`src/rtl/cdma_pkg.sv`:
```
package cdma_pkg;
    localparam int LEN_W = 25;

    localparam logic [4:0] OFS_MEM   = 5'h00;
    localparam logic [4:0] OFS_CART  = 5'h04;
    localparam logic [4:0] OFS_RDLEN = 5'h08;
    localparam logic [4:0] OFS_WRLEN = 5'h0C;
    localparam logic [4:0] OFS_STAT  = 5'h10;

    typedef enum logic {DIR_M2C, DIR_C2M} dir_e;
    typedef enum logic {MV_IDLE, MV_RUN} mv_state_e;
endpackage

```
`src/rtl/cdma_len_calc.sv`:
```
module cdma_len_calc
    import cdma_pkg::*;
#(
    parameter int MEM_AW = 23
) (
    input  logic [23:0]      len_field,
    input  logic [31:0]      mem_reg,
    input  logic [31:0]      cart_reg,
    output logic [LEN_W-1:0] len,
    output logic [31:0]      mem_al,
    output logic [31:0]      cart_al
);
    localparam logic [31:0] MEM_MASK = (32'd1 << MEM_AW) - 32'd2;

    logic [LEN_W-1:0] raw;
    logic [2:0]       skew;

    always_comb begin
        mem_al  = mem_reg & MEM_MASK;
        cart_al = {cart_reg[31:1], 1'b0};
        raw     = {1'b0, len_field} + LEN_W'(1);
        skew    = mem_al[2:0];
        len     = raw;
        if (skew != 3'd0 && raw > LEN_W'(skew)) begin
            len = raw - LEN_W'(skew);
        end
    end
endmodule

```
`src/rtl/cdma_mover.sv`:
```
module cdma_mover
    import cdma_pkg::*;
#(
    parameter int MEM_AW  = 23,
    parameter int CART_AW = 16,
    parameter int DLY_W   = 16
) (
    input  logic               clk,
    input  logic               rst_n,
    input  logic               start,
    input  dir_e               start_dir,
    input  logic [DLY_W-1:0]   delay,
    input  logic [LEN_W-1:0]   len,
    input  logic [31:0]        mem_base,
    input  logic [31:0]        cart_base,
    output logic               busy,
    output logic               done,
    output logic [MEM_AW-1:0]  mem_addr,
    output logic               mem_wr,
    output logic [7:0]         mem_wdata,
    input  logic [7:0]         mem_rdata,
    output logic [CART_AW-1:0] cart_addr,
    output logic               cart_wr,
    output logic [7:0]         cart_wdata,
    input  logic [7:0]         cart_rdata
);
    typedef struct packed {
        mv_state_e        state;
        dir_e             dir;
        logic [LEN_W-1:0] rd_cnt;
        logic             wv;
        logic [LEN_W-1:0] w_idx;
        logic [DLY_W-1:0] dly_cnt;
        logic [DLY_W-1:0] dly_tgt;
    } mv_t;

    mv_t q, d;
    logic rd_go;
    logic copy_done;

    always_comb begin
        d         = q;
        done      = 1'b0;
        rd_go     = (q.state == MV_RUN) && (q.rd_cnt < len);
        copy_done = !rd_go && !q.wv;

        if (q.dir == DIR_M2C) begin
            mem_addr  = MEM_AW'(mem_base + 32'(q.rd_cnt));
            cart_addr = CART_AW'(cart_base + 32'(q.w_idx));
            cart_wr   = (q.state == MV_RUN) && q.wv;
            mem_wr    = 1'b0;
        end else begin
            cart_addr = CART_AW'(cart_base + 32'(q.rd_cnt));
            mem_addr  = MEM_AW'(mem_base + 32'(q.w_idx));
            mem_wr    = (q.state == MV_RUN) && q.wv;
            cart_wr   = 1'b0;
        end
        cart_wdata = mem_rdata;
        mem_wdata  = cart_rdata;

        case (q.state)
            MV_IDLE: begin
                if (start) begin
                    d.state   = MV_RUN;
                    d.dir     = start_dir;
                    d.rd_cnt  = '0;
                    d.wv      = 1'b0;
                    d.w_idx   = '0;
                    d.dly_cnt = '0;
                    d.dly_tgt = delay;
                end
            end
            MV_RUN: begin
                d.wv    = rd_go;
                d.w_idx = q.rd_cnt;
                if (rd_go) begin
                    d.rd_cnt = q.rd_cnt + LEN_W'(1);
                end
                if (q.dly_cnt != q.dly_tgt) begin
                    d.dly_cnt = q.dly_cnt + DLY_W'(1);
                end
                if (copy_done && q.dly_cnt == q.dly_tgt) begin
                    done    = 1'b1;
                    d.state = MV_IDLE;
                end
            end
            default: d.state = MV_IDLE;
        endcase
    end

    always_ff @(posedge clk) begin
        if (!rst_n) begin
            q <= '{state: MV_IDLE, dir: DIR_M2C, default: '0};
        end else begin
            q <= d;
        end
    end

    assign busy = (q.state == MV_RUN);
endmodule

```
`src/rtl/cdma_engine.sv`:
```
module cdma_engine
    import cdma_pkg::*;
#(
    parameter int MEM_AW  = 23,
    parameter int CART_AW = 16,
    parameter int DLY_W   = 16
) (
    input  logic               clk,
    input  logic               rst_n,
    input  logic               reg_wr,
    input  logic [4:0]         reg_addr,
    input  logic [31:0]        reg_wdata,
    output logic [31:0]        reg_rdata,
    input  logic [DLY_W-1:0]   delay_cycles,
    output logic               irq,
    output logic [MEM_AW-1:0]  mem_addr,
    output logic               mem_wr,
    output logic [7:0]         mem_wdata,
    input  logic [7:0]         mem_rdata,
    output logic [CART_AW-1:0] cart_addr,
    output logic               cart_wr,
    output logic [7:0]         cart_wdata,
    input  logic [7:0]         cart_rdata
);
    typedef struct packed {
        logic [31:0]      mem_reg;
        logic [31:0]      cart_reg;
        logic [LEN_W-1:0] rdlen;
        logic [LEN_W-1:0] wrlen;
        logic [31:0]      mem_base;
        logic [31:0]      cart_base;
        logic [LEN_W-1:0] xlen;
        logic             irq;
    } eng_t;

    eng_t q, d;

    logic [LEN_W-1:0] calc_len;
    logic [31:0]      calc_mem_al;
    logic [31:0]      calc_cart_al;
    logic             mv_start;
    dir_e             mv_dir;
    logic             mv_busy;
    logic             mv_done;

    cdma_len_calc #(.MEM_AW(MEM_AW)) u_len (
        .len_field (reg_wdata[23:0]),
        .mem_reg   (q.mem_reg),
        .cart_reg  (q.cart_reg),
        .len       (calc_len),
        .mem_al    (calc_mem_al),
        .cart_al   (calc_cart_al)
    );

    cdma_mover #(.MEM_AW(MEM_AW), .CART_AW(CART_AW), .DLY_W(DLY_W)) u_mv (
        .clk        (clk),
        .rst_n      (rst_n),
        .start      (mv_start),
        .start_dir  (mv_dir),
        .delay      (delay_cycles),
        .len        (q.xlen),
        .mem_base   (q.mem_base),
        .cart_base  (q.cart_base),
        .busy       (mv_busy),
        .done       (mv_done),
        .mem_addr   (mem_addr),
        .mem_wr     (mem_wr),
        .mem_wdata  (mem_wdata),
        .mem_rdata  (mem_rdata),
        .cart_addr  (cart_addr),
        .cart_wr    (cart_wr),
        .cart_wdata (cart_wdata),
        .cart_rdata (cart_rdata)
    );

    always_comb begin
        d        = q;
        mv_start = 1'b0;
        mv_dir   = DIR_M2C;

        if (reg_wr) begin
            case (reg_addr)
                OFS_MEM:  d.mem_reg  = reg_wdata;
                OFS_CART: d.cart_reg = reg_wdata;
                OFS_RDLEN, OFS_WRLEN: begin
                    if (!mv_busy) begin
                        mv_start    = 1'b1;
                        mv_dir      = (reg_addr == OFS_RDLEN) ? DIR_M2C : DIR_C2M;
                        d.mem_base  = calc_mem_al;
                        d.cart_base = calc_cart_al;
                        d.xlen      = calc_len;
                        if (reg_addr == OFS_RDLEN) begin
                            d.rdlen = calc_len;
                        end else begin
                            d.wrlen = calc_len;
                        end
                    end
                end
                OFS_STAT: begin
                    if (reg_wdata[1]) begin
                        d.irq = 1'b0;
                    end
                end
                default: ;
            endcase
        end

        if (mv_done) begin
            d.irq      = 1'b1;
            d.mem_reg  = q.mem_base + 32'(q.xlen);
            d.cart_reg = q.cart_base + 32'(q.xlen);
        end

        case (reg_addr)
            OFS_MEM:   reg_rdata = q.mem_reg;
            OFS_CART:  reg_rdata = q.cart_reg;
            OFS_RDLEN: reg_rdata = 32'(q.rdlen);
            OFS_WRLEN: reg_rdata = 32'(q.wrlen);
            OFS_STAT:  reg_rdata = {28'd0, q.irq, 2'b00, mv_busy};
            default:   reg_rdata = 32'd0;
        endcase
    end

    always_ff @(posedge clk) begin
        if (!rst_n) begin
            q <= '0;
        end else begin
            q <= d;
        end
    end

    assign irq = q.irq;
endmodule

```
`config.mk`:
```
export PLATFORM = sky130hd
export DESIGN_NAME = cdma_engine
export DESIGN_NICKNAME = d
export VERILOG_FILES = /design/src/rtl/cdma_pkg.sv /design/src/rtl/cdma_len_calc.sv /design/src/rtl/cdma_mover.sv /design/src/rtl/cdma_engine.sv
export SDC_FILE = /design/constraint.sdc
export NUM_CORES = 1
export LEC_CHECK = 0
export ABC_CLOCK_PERIOD_IN_PS = 4050
export BUFFER_PORTS_ARGS = -buffer_cell sky130_fd_sc_hd__buf_2
export CAP_MARGIN = 20
export CORE_ASPECT_RATIO = 0.6
export CORE_MARGIN = 1
export CORE_UTILIZATION = 35
export CTS_BUF_LIST = sky130_fd_sc_hd__clkbuf_4 sky130_fd_sc_hd__clkbuf_8
export DETAILED_ROUTE_END_ITERATION = 10
export PLACE_DENSITY = 0.53
export SYNTH_ARGS = -nofsm -noshare
export SYNTH_HDL_FRONTEND = slang
export SYNTH_HIERARCHICAL = 1
export SYNTH_SLANG_ARGS = --single-unit
```
`constraint.sdc`:
```
create_clock -name clk -period 4.05 [get_ports clk]
set_input_delay 0.405 -clock clk [delete_from_list [all_inputs] [get_ports clk]]
set_output_delay 0.405 -clock clk [all_outputs]
set_load 0.02 [all_outputs]
```
==> out/summary.txt <==
Max-slew violation count -> 0
Die height -> 189 um
Crit Path Max Fanout -> 8
Min Tclk post-route -> 4.01 ns
Initial Utilization -> 35.4%
First-pass GRT wire length -> 108 mm
Reg2reg start -> q[7]$_SDFFE_PN0P_
Die Footprint -> 0.0592 mm^2
Num CTS Buffers -> 48
RR Endpoint -> q[200]$_SDFFE_PN0P_
Slack of the critical path -> 0.0351 ns
Nets -> 2903
Pin count of the biggest net entering global routing -> 150
Worst-path clk slew -> 0.06 ns
Worst-margin pin slew -> 0.943 ns
Number of filler cells placed in the layout -> 5952
Diodes inserted -> 0
Half-perimeter wire length after placement -> 53.3 mm
Met2 Use GR -> 34.7%
Finished Layout Cells -> 3519
WP data arrival -> 3.61 ns
Core Area -> 0.0575 mm^2
Setup violators final -> 0
CTS tree -> built
Slew margin rel. -> 36.8%
RSZ-0062 raised after global routing -> yes
Netlist cell types -> 110
Required time worst endpoint -> 3.64 ns
Fmax -> 249 MHz
Post-Synthesis Cell Area -> 0.0204 mm^2
Clock sink count -> 287
Port bufs -> 129
Dpl ws -> 0.0385 ns
Via/cell ratio -> 5.57
First-pass DRT Iterations -> 7
Grt total ovfl -> 0
Register area share after synthesis -> 28.2%
Grt met1 use -> 34.7%
Inst Count DP -> 3405
Area delta synth->final -> 14.0%
Crit Path Class -> reg2out
Average size of a mapped cell -> 7.72 um^2
Row count -> 68
Root Buffer -> clkbuf_8
Vias -> 19.6k
Worst hold path type -> in2reg
Outcome -> finished clean
Final Hold Fails -> 0
Primary FF master, synth -> dfxtp_1
Flop-to-flop setup slack -> 0.26 ns
Worst reg-to-reg path cell count -> 17
Cells after synthesis -> 2637
Antenna-violating nets left -> 0
# IOs -> 162
MaxCap Viol Count -> 0
Min Hold Slack -> 0.0513 ns
DR WL/cell -> 20.3 um
CP startpoint -> u_mv/q[83]$_SDFFE_PN0P_
Clock buffer depth -> 3
Worst hold start -> delay_cycles[10]
Met3 Usage GRT -> 4.01%
CP endpoint -> mem_addr[21]
Clock skew -> 0.0442 ns
Worst setup SP type -> flop
Leakage Power -> 0.00926 uW
Final period util -> 99.1%
Maximum VDD drop -> 0.000240 V
Final WL -> 71.3 mm
Number of global-route vias before repair -> 18.2k
Layout cells sized above 1 -> 18.0%
Share of synthesized registers carrying an async set or reset -> 0%
Placer Congestion -> 0.926
DRT iter0 DRCs -> 1751
Initial antenna violation count -> 0
Total global-route track usage -> 23.3%
Global route hottest layer -> met1
Yosys reg bits -> 287
Post-synth EDFFs -> 0
Power per cell area -> 278 mW/mm^2
Synthesis Warnings -> 6
Pwr Total -> 6450 uW
Crit. End Element -> output port
H-tree depth -> 2
Clk_lat worst skew -> 0.63 ns
Post-route DRC -> 0
Die span in x -> 313 um
==> worst min path at each step <==
stage / cells after the start / to
floorplan: 2 / q[139]$_SDFFE_PN0P_
global placement: 2 / q[139]$_SDFFE_PN0P_
detailed placement: 2 / q[91]$_SDFFE_PN0P_
CTS: 3 / u_mv/q[10]$_SDFFE_PN0P_
global route: 3 / u_mv/q[6]$_SDFFE_PN0P_
finish: 3 / u_mv/q[10]$_SDFFE_PN0P_
==> through the flow <==
step	utilization (%)	TNS (ns)	instance area, um^2
floorplan	-	0	20400
global placement	37.3	0	21500
detailed placement	37.3	0	21500
CTS	39.8	-0.0860	22900
global route	40.4	-0.543	23200
finish	40.4	0	23200
==> synthesized netlist by cell type (10+ instances only) <==
cell type    n  share of area [%]
a211oi_1    24               0.89
a21o_1      40                1.5
a21oi_1    338                8.3
a221oi_1    11               0.47
a311oi_1    11               0.47
a31oi_1     29               0.89
and2_1      31               0.95
and3_1      36                1.1
buf_1       10               0.18
buf_2       27               0.66
buf_4       87                3.2
clkbuf_1   105                1.9
dfxtp_1    287                 28
ha_1       116                7.1
inv_1       61                1.1
mux2_2      40                2.2
mux2i_1     34                1.7
mux4_2      25                2.8
nand2_1    488                9.0
nand2b_1    19               0.58
nand3_1     54                1.3
nand4_1     46                1.4
nor2_1     170                3.1
nor2b_1     18               0.55
nor3_1      29               0.71
nor3b_1     29                1.1
nor4_1      17               0.52
o211ai_1    15               0.55
o21ai_0    102                2.5
o21bai_1    11               0.41
o22ai_1     14               0.43
or3_1       15               0.46
xnor2_1     75                3.2
xor2_1      54                2.3
==> layout by cell type (no fill, tap or decap), types with 64 or more instances in the layout <==
cell type,instances
a21oi_1,332
buf_2,121
buf_4,111
clkbuf_8,64
dfxtp_1,284
ha_1,102
nand2_1,488
nor2_1,170
o21ai_0,100
xnor2_1,75
==> report_power, final <==
| group | switching, uW | internal, uW | leakage [uW] |
|---|---|---|---|
| logic | 331 | 163 | 0.00634 |
| clock network | 1330 | 1760 | 0.000602 |
| registers | 23.9 | 2850 | 0.00232 |
==> routing by layer <==
| layer | vias up | share of wire [%] |
|---|---|---|
| met5 | - | 0 |
| met4 | 0 | 1.6 |
| met3 | 77 | 6.8 |
| met2 | 644 | 42 |
| met1 | 9459 | 49 |
| li1 | 9435 | - |
==> cell type report <==
class	instances	area, um^2	share of cell area, %
Clock buffer	73	948	4.09
Tap cell	770	963	4.15
Timing Repair Buffer	252	1710	7.39
Sequential cell	287	5750	24.8
Clock inverter	16	186	0.803
Multi-Input combinational cell	2057	13400	57.7
Inverter	64	244	1.05
==> registers in the layout, indices dropped and copies added (netlist names) <==
| register | flops |
|---|---|
| q | 203 |
| u_mv/q | 82 |
| u_mv/busy | 1 |
| irq | 1 |
==> critical path, stage by stage, from the launching register on <==
cell and delay, ns:
dfxtp_4 0.45, clkbuf_16 0.18, mux2_2 0.36, ha_4 0.24
and4_4 0.19, o2111a_1 0.13, o2bb2ai_1 0.13, a2111o_1 0.44
a22o_4 0.28, a221oi_2 0.25, xnor2_1 0.17, buf_4 0.18
==> timing repair <==
item	CTS	global route
hold buffers	12	0
pin swaps	11	10
buffers inserted	4	7
setup endpoints to repair	12	34
cloned	1	1
endpoints found under the hold margin	12	0
gates resized for setup	28	45
==> cell families after synthesis <==
family,count (synthesis),share of synthesized area [%]
mux,100,6.76
xor+xnor,129,5.55
simple gates,1007,23.3
compound gates,689,20.8
flops,287,28.2
buf+inv,303,7.75
other cells,1,0.0184
fa+ha+maj,121,7.62
Power figures use the tool's default switching activity.
